===== src/rtl/bbl_pkg.sv =====
package bbl_pkg;
  localparam int BYTE_W = 8;
  localparam int WORD_W = 2 * BYTE_W;

  typedef enum logic [2:0] {
    ST_IDLE,
    ST_HDR,
    ST_DATA,
    ST_FLUSH,
    ST_DONE
  } seq_state_t;

  // Strobes from control to datapath, one clock each
  typedef struct packed {
    logic clr;    // restart image read pointer
    logic capHi;  // sample high byte of a pair
    logic capLo;  // sample low byte of a pair
    logic ldDst;  // low byte of destination field
    logic ldCnt;  // low byte of count field
    logic wr;     // low byte of a data word
  } strobe_t;
endpackage


===== src/rtl/bbl_ctrl.sv =====
module bbl_ctrl
  import bbl_pkg::*;
(
  input  logic    clk,
  input  logic    rstN,
  input  logic    start,
  input  logic    cntInZero,
  input  logic    lastWord,
  output strobe_t stb,
  output logic    rdEn,
  output logic    doneOut
);
  seq_state_t state;
  logic phase;
  logic lowNext;
  logic [1:0] hdrIdx;
  logic capture;
  logic idleLike;

  assign rdEn     = (state == ST_HDR) || (state == ST_DATA);
  assign capture  = rdEn && phase;
  assign idleLike = (state == ST_IDLE) || (state == ST_DONE);
  assign doneOut  = (state == ST_DONE);

  always_comb begin
    stb       = '0;
    stb.clr   = idleLike && start;
    stb.capHi = capture && !lowNext;
    stb.capLo = capture && lowNext;
    stb.ldDst = capture && lowNext && (state == ST_HDR) && (hdrIdx == 2'd1);
    stb.ldCnt = capture && lowNext && (state == ST_HDR) && (hdrIdx == 2'd3);
    stb.wr    = capture && lowNext && (state == ST_DATA);
  end

  always_ff @(posedge clk or negedge rstN) begin
    if (!rstN) begin
      state   <= ST_IDLE;
      phase   <= 1'b0;
      lowNext <= 1'b0;
      hdrIdx  <= 2'd0;
    end else begin
      case (state)
        ST_IDLE, ST_DONE: begin
          if (start) begin
            state   <= ST_HDR;
            phase   <= 1'b0;
            lowNext <= 1'b0;
            hdrIdx  <= 2'd0;
          end
        end
        ST_HDR: begin
          phase <= !phase;
          if (capture) begin
            lowNext <= !lowNext;
            hdrIdx  <= hdrIdx + 2'd1;
            if (hdrIdx == 2'd3)
              state <= cntInZero ? ST_DONE : ST_DATA;
          end
        end
        ST_DATA: begin
          phase <= !phase;
          if (capture) begin
            lowNext <= !lowNext;
            if (lowNext && lastWord)
              state <= ST_FLUSH;
          end
        end
        ST_FLUSH: state <= ST_DONE;
        default:  state <= ST_IDLE;
      endcase
    end
  end
endmodule


===== src/rtl/bbl_dpath.sv =====
module bbl_dpath
  import bbl_pkg::*;
#(
  parameter int EXT_AW = 16,
  parameter logic [EXT_AW-1:0] IMG_BASE = '0
) (
  input  logic              clk,
  input  logic              rstN,
  input  strobe_t           stb,
  input  logic [BYTE_W-1:0] extData,
  output logic [EXT_AW-1:0] extAddr,
  output logic              cntInZero,
  output logic              lastWord,
  output logic              ramWe,
  output logic [WORD_W-1:0] ramAddr,
  output logic [WORD_W-1:0] ramData,
  output logic [WORD_W-1:0] jumpAddr
);
  logic [EXT_AW-1:0] rdPtr;
  logic [BYTE_W-1:0] hiByte;
  logic [WORD_W-1:0] dst, ptr, remain, wordReg, joined;
  logic wrPend;

  assign joined    = {hiByte, extData};
  assign cntInZero = (joined == '0);
  assign lastWord  = (remain == WORD_W'(1));
  assign extAddr   = rdPtr;
  assign ramWe     = wrPend;
  assign ramAddr   = ptr;
  assign ramData   = wordReg;
  assign jumpAddr  = dst;

  always_ff @(posedge clk or negedge rstN) begin
    if (!rstN) begin
      rdPtr   <= IMG_BASE;
      hiByte  <= '0;
      dst     <= '0;
      ptr     <= '0;
      remain  <= '0;
      wordReg <= '0;
      wrPend  <= 1'b0;
    end else begin
      if (stb.clr) rdPtr <= IMG_BASE;
      else if (stb.capHi || stb.capLo) rdPtr <= rdPtr + EXT_AW'(1);
      if (stb.capHi) hiByte <= extData;
      if (stb.ldDst) dst <= joined;
      if (stb.ldCnt) remain <= joined;
      else if (stb.wr) remain <= remain - WORD_W'(1);
      if (stb.wr) wordReg <= joined;
      wrPend <= stb.wr;
      if (stb.ldDst) ptr <= joined;
      else if (wrPend) ptr <= ptr + WORD_W'(1);
    end
  end
endmodule


===== src/rtl/byte_boot_loader.sv =====
module byte_boot_loader
  import bbl_pkg::*;
#(
  parameter int EXT_AW = 16,
  parameter logic [EXT_AW-1:0] IMG_BASE = '0
) (
  input  logic              clk,
  input  logic              rstN,
  input  logic              start,
  output logic [EXT_AW-1:0] extAddr,
  output logic              extRdEn,
  input  logic [7:0]        extData,
  output logic              ramWe,
  output logic [15:0]       ramAddr,
  output logic [15:0]       ramData,
  output logic              done,
  output logic [15:0]       jumpAddr
);
  strobe_t stb;
  logic cntInZero, lastWord;

  bbl_ctrl u_ctrl (
    .clk(clk), .rstN(rstN), .start(start),
    .cntInZero(cntInZero), .lastWord(lastWord),
    .stb(stb), .rdEn(extRdEn), .doneOut(done)
  );

  bbl_dpath #(.EXT_AW(EXT_AW), .IMG_BASE(IMG_BASE)) u_dpath (
    .clk(clk), .rstN(rstN), .stb(stb), .extData(extData),
    .extAddr(extAddr), .cntInZero(cntInZero), .lastWord(lastWord),
    .ramWe(ramWe), .ramAddr(ramAddr), .ramData(ramData),
    .jumpAddr(jumpAddr)
  );
endmodule


===== config.mk =====
export PLATFORM = sky130hd
export DESIGN_NAME = byte_boot_loader
export DESIGN_NICKNAME = d
export VERILOG_FILES = /design/src/rtl/bbl_pkg.sv /design/src/rtl/bbl_ctrl.sv /design/src/rtl/bbl_dpath.sv /design/src/rtl/byte_boot_loader.sv
export SDC_FILE = /design/constraint.sdc
export NUM_CORES = 1
export LEC_CHECK = 0
export BUFFER_PORTS_ARGS = -buffer_cell sky130_fd_sc_hd__buf_4
export CAP_MARGIN = 0
export CORE_ASPECT_RATIO = 0.7
export CORE_MARGIN = 2
export CORE_UTILIZATION = 40
export DETAILED_ROUTE_END_ITERATION = 12
export HOLD_SLACK_MARGIN = 0.03
export SKIP_LAST_GASP = 1
export SYNTH_ARGS = -nofsm -noshare
export SYNTH_HDL_FRONTEND = slang
export SYNTH_SLANG_ARGS = --single-unit

===== constraint.sdc =====
create_clock -name clk -period 1.85 [get_ports clk]
set_input_delay 0.0925 -clock clk [delete_from_list [all_inputs] [get_ports clk]]
set_output_delay 0.0925 -clock clk [all_outputs]
set_load 0.01 [all_outputs]

==> run_results.csv <==
group,metric,value,unit
outcome,status,"finished clean",
grt,grt_pass1_wl,18.8,mm
setup_path,crit_path_max_fanout,6,
timing,final.setup.tns,0,ns
setup_path,crit_path_start_kind,"flop",
die,die_y,93.2,um
worst_hold_path,worstHoldPathCells,3,
timing,fmax,560,MHz
yosys,synth_nets,455,
finish,diodes,0,
cts,clock_latency,0.34,ns
cts,cts_sinks,96,
grt,grt_pass1_vias,3556,
finish,area_growth,29.6,%
routing,num_vias,3743,
timing,hold_viol,0,
power,power_density,1470,nW/um^2
place,port_buffers,77,
routing,drc,0,
power,ir_worst_vdd,600,uV
setup_path,path_cells,"or4_4, or3_4, or3_1, nand3_1",
timing,clock_skew,0.00475,ns
place,place_congestion,0.856,
setup_path,cp_top_family,"simple AND/OR/NAND/NOR gates",
power,p_total,8.63,mW
routing,vias_per_cell,5.32,
timing,maxSlewViolCount,0,
die,core,11100,um^2
setup_path,timing.rr.end,"u_dpath.remain[15]",
worst_hold_path,worstHoldStart,"extData[6]",
timing,finalCritPeriodShare,96.6,%
grt,grtUsageTotal,19.4,%
cts,cts_buffer_depth,2,
power,p_leak,2.68,nW
setup_path,rr_startpoint,"u_dpath.remain[10]",
setup_path,crit_buf_inv,0,
timing,setup_viol,0,
setup_path,arrival,2.07,ns
job,max-cap-violations,0,
finish,stdcell_count,704,
die,dieArea,12200,um^2
yosys,synth_edf_count,0,
finish,drive_gt1_share,29.8,%
cts,cts_tree,"built",
finish,fin_util,53.3,%
routing,met2_wirelength,4.73,mm
cts,htreeDepth,3,
cts,cts_made_buffers,9,
routing,dr_wl_met3,643,um
die,ios,78,
yosys,syn_avg_cell_area,10.4,um^2
setup_path,reg2reg_slack,0.06,ns
yosys,ys_ff_latch,96,
routing,drt-met1-wl,5.88,mm
place,dp_cells,678,
place,dp_hpwl,8.13,mm
yosys,async_flop_share,100,%
yosys,synth.distinct_cells,51,
timing,worst_slew_pin_slew,0.487,ns
grt,grt_max_degree,45,
routing,firstDrtPassIters,4,
yosys,ys_seq_area_share,52.9,%
die,die_w,131,um
setup_path,r2r_cells,4,
routing,drtIter0Drc,221,
die,placementRows,32,
timing,finalCriticalPeriod,1.79,ns
yosys,syn-cell-area,4540,um^2
grt,overflow,0,
setup_path,crit_path_top_delay_cell,"or4_4",
grt,antenna_found_initial,0,
setup_path,crit_type,"reg -> reg",
routing,wire_per_inst,16.2,um
setup_path,critical-path-max-stage-delay,0.54,ns
finish,fillers,983,
routing,wirelength,11.4,mm
cts,path_clk_slew,0.07,ns
die,initial_utilization,41.1,%
setup_path,crit_path_end_kind,"flop",
worst_hold_path,hold_path_class,"in -> reg",
timing,rsz0062_at_grt,"true",
cts,cts-root-buf,"clkbuf_16",
routing,drt.antenna.violating_nets,0,
routing,top_layer_used,"met4",
yosys,synth_top_flop_cell,"dfrtp_1",
worst_hold_path,min_to,"u_dpath.jumpAddr[6]",
yosys,yosys_warnings,0,
timing,relSlewSlack,67.5,%
setup_path,worstPathRequired,2.13,ns
yosys,synth_cells,438,
finish,num-nets-final,563,
## kinds of logic (layout without fill, tap and decap cells)
logic type / Yosys count / after routing / share of synthesized area [%]
AND/OR/NAND/NOR: 184 / 184 / 21.4
flip-flops: 96 / 96 / 52.9
AO/OA/AOI/OAI: 72 / 72 / 9.80
multiplexers: 27 / 27 / 6.61
buffers and inverters: 27 / 140 / 2.45
XOR/XNOR: 26 / 26 / 5.18
adder cells (fa/ha/maj): 6 / 6 / 1.65
## cell usage after synthesis, types with 3 or more instances
cell	instances	area [um^2]
a21oi_1	16	80.1
a221o_1	4	40.0
and2_1	3	18.8
and3_1	3	18.8
and4_1	3	26.3
buf_2	8	40.0
clkbuf_1	7	26.3
dfrtp_1	96	2400
ha_1	6	75.1
inv_1	11	41.3
mux2_2	24	270
mux2i_1	3	30.0
nand2_1	72	270
nand2b_1	3	18.8
nand3_1	16	80.1
nand4_1	13	81.3
nor2_1	23	86.3
nor3_1	7	35.0
nor4_1	8	50.1
o211ai_1	10	75.1
o21ai_0	29	145
o311ai_0	4	35.0
or3_1	12	75.1
xnor2_1	16	140
xor2_1	9	78.8
## sequential cells by signal, summed over array words and instances, names as in the netlist, 2 cells and up
signal	flops
u_ctrl.state	3
u_dpath.remain	16
u_dpath.ramData	16
u_dpath.hiByte	8
u_dpath.extAddr	16
u_dpath.jumpAddr	16
u_dpath.ramAddr	16
u_ctrl.hdrIdx	2
## metrics by stage
stage                     area (um^2)  setup WS [ns]  hold slack, ns
after floorplan                  4540          0.149          -0.203
after global placement           5480         0.0585          0.0886
after detailed placement         5480        -0.0646          0.0953
final                            5890         0.0634          0.0383
after global routing             5890        -0.0343          0.0485
after CTS                        5850        0.00596          0.0326
## routing by layer
layer / vias to the layer above / global-route usage (%)
li1: 1786 / -
met1: 1841 / 29.6
met2: 103 / 27.8
met3: 13 / 4.55
met4: 0 / 4.98
met5: - / 0
## placed cells by master, fill, tap and decap left out, types with 3 or more instances in the layout
master / n
nand2_1: 72
or3_1: 12
nand2b_1: 3
nand4_1: 13
inv_1: 11
buf_12: 3
dfrtp_2: 3
nor2_1: 23
nor4_1: 8
a21oi_1: 16
dfrtp_1: 93
dlygate4sd3_1: 5
and3_1: 3
buf_4: 105
xnor2_1: 16
a221o_1: 4
nand3_1: 16
nor3_1: 6
and2_1: 3
and4_1: 3
ha_1: 6
o211ai_1: 10
clkbuf_16: 9
mux2i_1: 3
mux2_2: 24
xor2_1: 9
o21ai_0: 29
## worst reg2reg max path, stage by stage, from the launching register on
cell,delay [ns]
dfrtp_1,0.43
or4_4,0.54
or3_4,0.36
or3_1,0.32
nand3_1,0.09
## area by class of cell
cell class	count	area, um^2	share of cell area, %
Clock buffer	11	243	4.12
Multi-Input combinational cell	315	2040	34.7
Sequential cell	96	2410	40.9
Clock inverter	5	63.8	1.08
Timing Repair Buffer	113	898	15.3
Tap cell	153	191	3.25
Inverter	11	41.3	0.702
## report_power, final
part / switching (mW) / internal (mW) / leakage, nW
logic: 1.44 / 1.61 / 1.32
registers: 0.824 / 2.83 / 1.21
clock network: 0.833 / 1.10 / 0.147
total: 3.10 / 5.53 / 2.68
## worst max path at each step
stage / from / end / cells past startpoint
after floorplan: u_dpath.remain[10] / u_dpath.remain[15] / 4
after global placement: u_ctrl.state[0] / u_dpath.extAddr[15] / 4
after detailed placement: u_ctrl.state[0] / u_dpath.extAddr[15] / 4
after CTS: u_dpath.remain[1] / u_dpath.remain[10] / 6
after global routing: u_dpath.remain[1] / u_dpath.remain[10] / 6
final: u_dpath.remain[10] / u_dpath.remain[15] / 4
## timing repair
action | CTS | global route
pin swaps | 1 | 1
endpoints found under the hold margin | 41 | 0
gates resized for setup | 1 | 6
setup endpoints to repair | 5 | 26
setup buffers | 2 | 3
hold buffers | 5 | 0
Power figures use the tool's default switching activity.
